===== config.mk =====
export PLATFORM = sky130hd
export DESIGN_NAME = spim_dual_wr
export DESIGN_NICKNAME = d
export VERILOG_FILES = /design/src/rtl/spim_pkg.sv /design/src/rtl/spim_phase_timer.sv /design/src/rtl/spim_bit_engine.sv /design/src/rtl/spim_cs_select.sv /design/src/rtl/spim_dual_wr.sv
export SDC_FILE = /design/constraint.sdc
export NUM_CORES = 1
export LEC_CHECK = 0
export ABC_AREA = 1
export CAP_MARGIN = 0
export CORE_MARGIN = 5
export CORE_UTILIZATION = 57
export DETAILED_ROUTE_END_ITERATION = 10
export GPL_TIMING_DRIVEN = 0
export PLACE_DENSITY = 0.89
export SKIP_CTS_REPAIR_TIMING = 1
export SYNTH_ARGS = -nofsm -noshare
export SYNTH_HDL_FRONTEND = slang
export SYNTH_SLANG_ARGS = --single-unit

===== constraint.sdc =====
create_clock -name clk -period 2.6 [get_ports clk]
set_clock_uncertainty 0.1 [all_clocks]
set_input_delay 0.39 -clock clk [delete_from_list [all_inputs] [get_ports clk]]
set_output_delay 0.39 -clock clk [all_outputs]
set_load 0.1 [all_outputs]

===== src/rtl/spim_pkg.sv =====
package spim_pkg;
  typedef enum logic [1:0] {
    PH_IDLE = 2'd0,
    PH_LOW  = 2'd1,
    PH_HIGH = 2'd2
  } phase_e;
endpackage


===== src/rtl/spim_phase_timer.sv =====
// Counts the system clocks of one serial clock half period.
module spim_phase_timer #(
  parameter int DIV_W = 8
) (
  input  logic             clk,
  input  logic             rst_n,
  input  logic             load,
  input  logic [DIV_W-1:0] half,
  output logic             expired
);
  logic [DIV_W-1:0] cnt_q, cnt_d;

  always_comb begin
    cnt_d = cnt_q;
    if (load) begin
      cnt_d = (half == '0) ? '0 : half - 1'b1;
    end else if (cnt_q != '0) begin
      cnt_d = cnt_q - 1'b1;
    end
  end

  always_ff @(posedge clk or negedge rst_n) begin
    if (!rst_n) cnt_q <= '0;
    else        cnt_q <= cnt_d;
  end

  assign expired = (cnt_q == '0);

  // an expired count never wraps unless reloaded
  a_r10_no_wrap: assert property (@(posedge clk) disable iff (!rst_n)
    (!$past(load) && $past(cnt_q) == '0) |-> (cnt_q == '0));
endmodule


===== src/rtl/spim_bit_engine.sv =====
// Serial clock phases, output shifting in one- or two-lane form, input capture.
module spim_bit_engine
  import spim_pkg::*;
#(
  parameter int WORD_BITS = 8
) (
  input  logic                 clk,
  input  logic                 rst_n,
  input  logic                 start,
  input  logic                 fast,
  input  logic [WORD_BITS-1:0] tx_byte,
  input  logic                 expired,
  input  logic                 miso,
  output logic                 load,
  output logic                 sck,
  output logic                 mosi,
  output logic                 lane2,
  output logic                 busy,
  output logic                 done,
  output logic [WORD_BITS-1:0] rx_byte,
  output logic                 rx_valid
);
  localparam int CNT_W      = $clog2(WORD_BITS + 1);
  localparam int FAST_PAIRS = WORD_BITS / 2;

  phase_e               phase_q, phase_d;
  logic [CNT_W-1:0]     left_q, left_d;
  logic [WORD_BITS-1:0] sh_q, sh_d, rx_q, rx_d;
  logic                 sck_q, sck_d, mosi_q, mosi_d, lane_q, lane_d;
  logic                 fast_q, fast_d, done_q, done_d, rxv_q, rxv_d;

  always_comb begin
    phase_d = phase_q; left_d = left_q; sh_d = sh_q; rx_d = rx_q;
    sck_d = sck_q; mosi_d = mosi_q; lane_d = lane_q; fast_d = fast_q;
    done_d = 1'b0; rxv_d = 1'b0; load = 1'b0;
    case (phase_q)
      PH_IDLE: if (start) begin
        phase_d = PH_LOW;
        load    = 1'b1;
        fast_d  = fast;
        sck_d   = 1'b0;
        mosi_d  = tx_byte[WORD_BITS-1];
        if (fast) begin
          left_d = CNT_W'(FAST_PAIRS);
          lane_d = tx_byte[WORD_BITS-2];
          sh_d   = {tx_byte[WORD_BITS-3:0], 2'b00};
        end else begin
          left_d = CNT_W'(WORD_BITS);
          lane_d = 1'b1;
          sh_d   = {tx_byte[WORD_BITS-2:0], 1'b0};
        end
      end
      PH_LOW: if (expired) begin
        phase_d = PH_HIGH;
        load    = 1'b1;
        sck_d   = 1'b1;
        left_d  = left_q - 1'b1;
        if (!fast_q) rx_d = {rx_q[WORD_BITS-2:0], miso};
      end
      PH_HIGH: if (expired) begin
        sck_d = 1'b0;
        if (left_q == '0) begin
          phase_d = PH_IDLE;
          done_d  = 1'b1;
          rxv_d   = !fast_q;
          lane_d  = 1'b1;
          mosi_d  = 1'b0;
        end else begin
          phase_d = PH_LOW;
          load    = 1'b1;
          mosi_d  = sh_q[WORD_BITS-1];
          if (fast_q) begin
            lane_d = sh_q[WORD_BITS-2];
            sh_d   = {sh_q[WORD_BITS-3:0], 2'b00};
          end else begin
            lane_d = 1'b1;
            sh_d   = {sh_q[WORD_BITS-2:0], 1'b0};
          end
        end
      end
      default: phase_d = PH_IDLE;
    endcase
  end

  always_ff @(posedge clk or negedge rst_n) begin
    if (!rst_n) begin
      phase_q <= PH_IDLE; left_q <= '0; sh_q <= '0; rx_q <= '0;
      sck_q <= 1'b0; mosi_q <= 1'b0; lane_q <= 1'b1; fast_q <= 1'b0;
      done_q <= 1'b0; rxv_q <= 1'b0;
    end else begin
      phase_q <= phase_d; left_q <= left_d; sh_q <= sh_d; rx_q <= rx_d;
      sck_q <= sck_d; mosi_q <= mosi_d; lane_q <= lane_d; fast_q <= fast_d;
      done_q <= done_d; rxv_q <= rxv_d;
    end
  end

  assign sck      = sck_q;
  assign mosi     = mosi_q;
  assign lane2    = lane_q;
  assign busy     = (phase_q != PH_IDLE);
  assign done     = done_q;
  assign rx_byte  = rx_q;
  assign rx_valid = rxv_q;

  // levels held while the serial clock is high
  a_r3_data_held: assert property (@(posedge clk) disable iff (!rst_n)
    (sck_q && $past(sck_q)) |-> ($stable(mosi_q) && $stable(lane_q)));
  // received-byte strobe lasts one cycle
  a_r9_rx_pulse: assert property (@(posedge clk) disable iff (!rst_n)
    rxv_q |=> !rxv_q);
  // second lane idles high during a single-lane transfer
  a_r1_lane_idle: assert property (@(posedge clk) disable iff (!rst_n)
    (busy && !fast_q) |-> lane_q);
endmodule


===== src/rtl/spim_cs_select.sv =====
// Holds the shared selects 0 and 1 (active low) across a command.
module spim_cs_select #(
  parameter int TGT_W     = 2,
  parameter int FLASH_TGT = 2
) (
  input  logic             clk,
  input  logic             rst_n,
  input  logic             accept,
  input  logic [TGT_W-1:0] target,
  input  logic             release_sel,
  output logic [1:0]       cs_n
);
  logic [1:0] cs_q, cs_d;

  always_comb begin
    cs_d = cs_q;
    if (accept) begin
      cs_d = (target == TGT_W'(FLASH_TGT)) ? 2'b10 : 2'b01;
    end else if (release_sel) begin
      cs_d = 2'b11;
    end
  end

  always_ff @(posedge clk or negedge rst_n) begin
    if (!rst_n) cs_q <= 2'b11;
    else        cs_q <= cs_d;
  end

  assign cs_n = cs_q;

  // never both shared selects active
  a_r7_exclusive: assert property (@(posedge clk) disable iff (!rst_n)
    $countones(~cs_q) <= 1);
  // a release with no competing accept frees both selects
  a_r8_release: assert property (@(posedge clk) disable iff (!rst_n)
    (release_sel && !accept) |=> (cs_q == 2'b11));
endmodule


===== src/rtl/spim_dual_wr.sv =====
module spim_dual_wr #(
  parameter int WORD_BITS = 8,
  parameter int DIV_W     = 8,
  parameter int TGT_W     = 2,
  parameter int FAST_TGT  = 1,
  parameter int FLASH_TGT = 2,
  parameter int WB_W      = $clog2(WORD_BITS) + 1
) (
  input  logic                 clk,
  input  logic                 rst_n,
  input  logic [DIV_W-1:0]     cfg_half_period,
  input  logic                 cmd_valid,
  output logic                 cmd_ready,
  input  logic [TGT_W-1:0]     cmd_target,
  input  logic                 cmd_fast,
  input  logic                 cmd_has_tx,
  input  logic [WORD_BITS-1:0] cmd_tx_byte,
  input  logic [WB_W-1:0]      cmd_word_bits,
  input  logic                 cmd_last,
  output logic                 cmd_reject,
  output logic [WORD_BITS-1:0] rx_byte,
  output logic                 rx_valid,
  output logic                 busy,
  output logic                 spi_sck,
  output logic                 spi_mosi,
  input  logic                 spi_miso,
  output logic [2:0]           spi_cs_n
);
  logic [1:0] rst_q;
  logic       rst_sync_n;
  logic       accept, word_ok, start, fast_eff, load, expired, done, lane2;
  logic       last_q, last_d, rej_q, rej_d, eng_busy;
  logic [WORD_BITS-1:0] tx_eff;
  logic [1:0] cs_pair;

  // Reset asserts at once and leaves on the clock
  always_ff @(posedge clk or negedge rst_n) begin
    if (!rst_n) rst_q <= 2'b00;
    else        rst_q <= {rst_q[0], 1'b1};
  end
  assign rst_sync_n = rst_q[1];

  assign cmd_ready = !eng_busy;
  assign accept    = cmd_valid && cmd_ready;
  assign word_ok   = (cmd_word_bits == WB_W'(WORD_BITS));
  assign start     = accept && word_ok;
  assign fast_eff  = cmd_fast && (cmd_target == TGT_W'(FAST_TGT));
  assign tx_eff    = cmd_has_tx ? cmd_tx_byte : '0;

  always_comb begin
    last_d = start ? cmd_last : last_q;
    rej_d  = accept && !word_ok;
  end

  always_ff @(posedge clk or negedge rst_sync_n) begin
    if (!rst_sync_n) begin
      last_q <= 1'b0;
      rej_q  <= 1'b0;
    end else begin
      last_q <= last_d;
      rej_q  <= rej_d;
    end
  end

  spim_phase_timer #(.DIV_W(DIV_W)) u_timer (
    .clk(clk), .rst_n(rst_sync_n), .load(load),
    .half(cfg_half_period), .expired(expired)
  );

  spim_bit_engine #(.WORD_BITS(WORD_BITS)) u_engine (
    .clk(clk), .rst_n(rst_sync_n), .start(start), .fast(fast_eff),
    .tx_byte(tx_eff), .expired(expired), .miso(spi_miso), .load(load),
    .sck(spi_sck), .mosi(spi_mosi), .lane2(lane2), .busy(eng_busy),
    .done(done), .rx_byte(rx_byte), .rx_valid(rx_valid)
  );

  spim_cs_select #(.TGT_W(TGT_W), .FLASH_TGT(FLASH_TGT)) u_sel (
    .clk(clk), .rst_n(rst_sync_n), .accept(start), .target(cmd_target),
    .release_sel(done && last_q), .cs_n(cs_pair)
  );

  assign busy       = eng_busy;
  assign cmd_reject = rej_q;
  assign spi_cs_n   = {lane2, cs_pair};

  // a refused command never starts a transfer
  a_r4_reject_idle: assert property (@(posedge clk) disable iff (!rst_sync_n)
    cmd_reject |-> !busy);
  // the serial clock only toggles inside a busy window
  a_r10_sck_in_busy: assert property (@(posedge clk) disable iff (!rst_sync_n)
    spi_sck |-> busy);
endmodule


==> results of run 1 <==
[synth_stat cells, types with 2 or more instances]
master | count | share of area
nand2_1 | 100 | 0.15
inv_1 | 43 | 0.064
dfrtp_1 | 38 | 0.38
nand3_1 | 30 | 0.060
o21ai_0 | 22 | 0.044
nor2_1 | 14 | 0.021
a21oi_1 | 13 | 0.026
o21ai_1 | 7 | 0.014
nand2_2 | 6 | 0.015
ha_1 | 5 | 0.025
nor2_2 | 5 | 0.012
nor3_1 | 4 | 0.0080
xor2_1 | 4 | 0.014
dfstp_2 | 3 | 0.031
inv_2 | 3 | 0.0045
nand2_4 | 3 | 0.013
nand3_2 | 3 | 0.012
nor2_4 | 3 | 0.013
a21oi_2 | 2 | 0.0070
buf_2 | 2 | 0.0040
buf_6 | 2 | 0.0090
clkbuf_1 | 2 | 0.0030
inv_4 | 2 | 0.0050
nand3_4 | 2 | 0.014
nand4_1 | 2 | 0.0050
or2_2 | 2 | 0.0050
[area by class of cell]
type                            instances  area, µm²  share of cell area
Sequential cell                        41       1030               0.328
Buffer                                  8       67.6              0.0215
Inverter                               49        189              0.0601
Clock inverter                          2       37.5              0.0119
Tap cell                               52       65.1              0.0207
Clock buffer                            6       82.6              0.0263
Multi-Input combinational cell        237       1230               0.391
Timing Repair Buffer                   44        443               0.141
[power breakdown]
part           switching, W  internal (W)  leakage [nW]
logic               0.00106      0.000451          1.14
clock network      0.000222      0.000312        0.0574
registers          0.000171      0.000855         0.489
total               0.00146       0.00162          1.69
[cell families after synthesis]
family          share of synthesized area
flops                               0.409
buf+inv                             0.102
fa+ha+maj                          0.0249
other cells                       0.00149
simple gates                        0.344
compound gates                      0.101
xor+xnor                           0.0174
[layer usage]
layer | vias up | GRT usage
met5 | - | 0
met4 | 0 | 0.0612
li1 | 1159 | -
met3 | 12 | 0.0473
met2 | 66 | 0.334
met1 | 1055 | 0.251
[registers in the layout, summed over array words and instances, names as in the netlist]
signal	flops
u_engine.lane2	1
u_engine.sh_q	7
u_engine.sck	1
u_timer.cnt_q	8
u_engine.rx_byte	8
last_q	1
u_engine.left_q	4
u_engine.phase_q	2
u_sel.cs_n	2
rst_q	2
u_engine.rx_valid	1
u_engine.done	1
cmd_reject	1
u_engine.fast_q	1
u_engine.mosi	1
[stage by stage]
step / hold WS, ns / cell area (µm²) / setup WS, ns / cells
after global placement: 0.237 / 3020 / 0.373 / 431
after global routing: 0.154 / 3150 / 0.0436 / 439
after detailed placement: 0.243 / 3020 / 0.360 / 431
after floorplan: -0.00559 / 2520 / 0.426 / 335
after CTS: 0.156 / 3140 / 0.0310 / 439
final: 0.156 / 3150 / 0.0792 / 439
[critical path: stages (launching register included)]
cell	delay, ns
dfstp_2	0.53
buf_4	0.09
clkdlybuf4s50_1	1.12
[worst paths after layout]
| check | end | cells after the start |
|---|---|---|
| min | rst_q[0] | 1 |
| min reg2reg | u_timer.cnt_q[6] | 0 |
| max in group asynchronous | u_timer.cnt_q[1] | 0 |
| min in group clk | rst_q[1] | 0 |
| max reg2reg | u_timer.cnt_q[6] | 9 |
| max | spi_cs_n[2] | 2 |
==> flow_summary.ini, run 1 <==
[outcome]
status = completed

[floorplan]
core_mm2 = 0.00432
ioPinCount = 46
dieArea_mm2 = 0.00584
rows = 24
die_y_um = 76.4
initial_core_util = 0.582
die_w_um = 76.4

[clocking]
clock_latency_ns = 0.30
cts_root_buffer = clkbuf_8
cts_sinks = 41
cts_tree = done
cts_buffers = 5
cts_htree_levels = 2
clkTransAtPathRegs_ns = 0.08
clock_path_buffers = 2

[drt]
maxUsedRoutingLayer = met4
vias = 2292
route.detailed.drc = 0
drtPass1Iterations = 4
ant_nets = 0
avgRoutedWirePerCell_um = 12.5
drt-met1-wl_mm = 2.40
wl_met3_um = 294
drt_iter0_markers = 169
wl_met2_mm = 2.68
drt-total-wl_mm = 5.48
vias_per_cell = 5.22

[yosys]
synth_edf_count = 0
synth.distinct_cells = 39
async_reset_ff_frac = 1.00
synth_cells = 335
synth-main-ff-cell = dfrtp_1
synth_fp_nets = 369
synth_area_mm2 = 0.00252
yosysSeqAreaShare = 0.409
synth_seq_cells = 41
avgSynthCellArea_um2 = 7.51
yosys_warnings = 0

[global_routing]
antenna_found_initial = 0
first_global_vias = 2238
grt_pass1_wl_mm = 9.79
grt_start_max_net_pins = 40
grtUsageTotal = 0.198
overflow = 0

[setup_path]
crit_start = u_engine.lane2
crit_type = reg2out
r2r_start = u_timer.cnt_q[0]
cp.arrival_ns = 2.03
reg2reg_setup_slack_ns = 0.83
worstSetupEndpointType = primary output
start_kind = flop
cp.required_ns = 2.11
worstPathMaxFanout = 2

[timing]
rsz0062_at_grt = no
finalHoldViolCount = 0
maxSlewHeadroom = 0.349
fmax_mhz = 397
setup-violations-final = 0
fin_crit_sh = 0.970
tightest_slew_ns = 0.973
min_period_ns = 2.52
slew_violations = 0
finalSetupTns_ns = 0

[pwr]
pwr_density_cell_mw_per_mm2 = 978
vdd_drop_max_mv = 0.579
p_leak_nw = 1.69
finalPower_w = 0.00307

[finish]
most-common-layout-cells = 100 x nand2_1, 43 x inv_1, 43 x clkdlybuf4s50_1, 37 x dfrtp_1, 30 x nand3_1
nets = 420
diodes = 0
final_common_cell = nand2_1
syn_to_final_growth_pct = 25.0
postLayoutCoreUtil = 0.727
drive_above_1_share = 0.129
num-fill-cells = 338

[placed_design]
gp_congestion = 0.831
numPortBuffers = 44
dpl.hpwl_mm = 4.05

[hold_path]
min_path_type = in2async

[job]
cap_violations = 0
(Power assumes the default switching activity.)
==> inputs of run 2 (changes only) <==
--- a/config.mk
+++ b/config.mk
@@ -10,6 +10,7 @@
 export CORE_MARGIN = 5
 export CORE_UTILIZATION = 57
 export DETAILED_ROUTE_END_ITERATION = 10
+export GPL_ROUTABILITY_DRIVEN = 0
 export GPL_TIMING_DRIVEN = 0
 export PLACE_DENSITY = 0.89
 export SKIP_CTS_REPAIR_TIMING = 1
==> results of run 2 <==
No change in the layout: final DEF, timing and power equal those of run 1.
==> inputs of run 3 (changes only) <==
--- a/config.mk
+++ b/config.mk
@@ -7,7 +7,6 @@
 export LEC_CHECK = 0
 export ABC_AREA = 1
 export CAP_MARGIN = 0
-export CORE_MARGIN = 5
 export CORE_UTILIZATION = 57
 export DETAILED_ROUTE_END_ITERATION = 10
 export GPL_ROUTABILITY_DRIVEN = 0
==> constraint.sdc (replaced) <==
create_clock -name clk -period 3.03 [get_ports clk]
set_clock_uncertainty 0.1 [all_clocks]
set_input_delay 0.4545 -clock clk [delete_from_list [all_inputs] [get_ports clk]]
set_output_delay 0.4545 -clock clk [all_outputs]
set_load 0.1 [all_outputs]
==> flow_summary.ini, run 3 (synthesis gave the netlist of run 1 again) <==
[setup_path]
worst_path_max_delay_cell = clkdlybuf4s50_1
slowest_delay_ns = 1.13
worstPathMaxFanout = 3
crit_type = reg2out
cp.required_ns = 2.48
reg2reg_setup_slack_ns = 1.29
r2r_cells = 9
start_kind = flop
worstSetupEndpointType = primary output
reg2reg_to = u_engine.sck
r2r_start = u_timer.cnt_q[0]
cp.arrival_ns = 2.07
path_buf_inv = 3
critical-path-top-delay-family = buffers and inverters
crit_chain = inv_2, nand2_2, inv_1, clkdlybuf4s50_1

[floorplan]
dieArea_mm2 = 0.00468
die_w_um = 68.4
ioPinCount = 46
rows = 23
core_mm2 = 0.00412
initial_core_util = 0.611
die_y_um = 68.4

[global_routing]
grt_start_max_net_pins = 40
overflow = 0
grt_pass1_wl_mm = 8.82
grtUsageTotal = 0.254
antenna_found_initial = 0
first_global_vias = 2077

[timing]
setup-violations-final = 0
min_period_ns = 2.63
maxSlewHeadroom = 0.347
finalHoldViolCount = 0
slew_violations = 0
tightest_slew_ns = 0.977
rsz0062_at_grt = no
finalSetupTns_ns = 0
fin_crit_sh = 0.867
fmax_mhz = 381

[drt]
vias_per_cell = 5.26
drt-total-wl_mm = 5.49
drt_iter0_markers = 132
route.detailed.drc = 0
avgRoutedWirePerCell_um = 12.6
vias = 2299
drtPass1Iterations = 4
ant_nets = 0

[finish]
most-common-layout-cells = 100 x nand2_1, 44 x clkdlybuf4s50_1, 43 x inv_1, 37 x dfrtp_1, 30 x nand3_1
diodes = 0
final_common_cell = nand2_1
nets = 420
postLayoutCoreUtil = 0.762
stdcell_count = 437
syn_to_final_growth_pct = 24.6
drive_above_1_share = 0.129
fin_area_mm2 = 0.00314

[pwr]
p_comb_frac = 0.495
swShare = 0.480
clkPwrFrac = 0.172
pwr-share-seq = 0.333
p_leak_nw = 1.67
p_sw_w = 0.00126
pwr_density_cell_mw_per_mm2 = 839
vdd_drop_max_mv = 0.377
internal-power_w = 0.00137

[job]
cap_violations = 0

[clocking]
cts_htree_levels = 2
clkTransAtPathRegs_ns = 0.08
cts_tree = done
cts_root_buffer = clkbuf_8
cts_sinks = 41
cts_buffers = 5
clock_path_buffers = 2
clock_latency_ns = 0.29

[hold_path]
min_path_type = in2async

[outcome]
status = completed

[placed_design]
place_area_mm2 = 0.00302
placed_cells = 429
numPortBuffers = 44
dpl.hpwl_mm = 4.09
## run 3: cell count changes in the layout (fill, tap and decap cells not counted), sizes merged
cell and delta:
dlymetal6s2s -1, clkinv +1, clkbuf -1, clkdlybuf4s50 +1
## run 3: final cells by class
type	instances	area (µm²)
multi-input cells	237	1230
flip-flops and latches	41	1030
fillers	306	980
repair buffers	44	440
inverters	49	189
clock buffers	5	68.8
plain buffers	8	67.6
well taps	50	62.6
clock inverters	3	46.3
## run 3: power by group through the flow
stage / Sequential [W] / Clock (W) / Combinational (W)
3_3_place_gp: 0.000880 / 0 / 0.00126
5_1_grt: 0.000901 / 0.000475 / 0.00142
2_1_floorplan: 0.00122 / 0 / 0.000670
6_report: 0.000877 / 0.000452 / 0.00130
3_5_place_dp: 0.000889 / 0 / 0.00130
4_1_cts: 0.000878 / 0.000459 / 0.00130
## run 3: worst max-delay path by stage
stage / from / endpoint / cells past startpoint
3_5_place_dp: u_engine.phase_q[1] / cmd_ready / 4
3_3_place_gp: u_engine.phase_q[1] / cmd_ready / 4
5_1_grt: u_engine.phase_q[0] / cmd_ready / 4
2_1_floorplan: u_engine.phase_q[1] / u_engine.mosi / 8
6_report: u_engine.phase_q[1] / cmd_ready / 4
4_1_cts: u_engine.phase_q[1] / cmd_ready / 4
## run 3: stage by stage
step	total power [W]	worst slack (ns)	hold slack [ns]
after detailed placement	0.00219	0.723	0.242
final	0.00263	0.403	0.216
after global placement	0.00214	0.737	0.236
after CTS	0.00264	0.399	0.212
after floorplan	0.00189	0.856	0.0589
after global routing	0.00279	0.336	0.217
## run 3: per-layer routing
layer | global-route usage | wire length, µm
met5 | 0 | 0
met4 | 0.0677 | 70
met3 | 0.0417 | 279
met2 | 0.441 | 2700
met1 | 0.325 | 2450
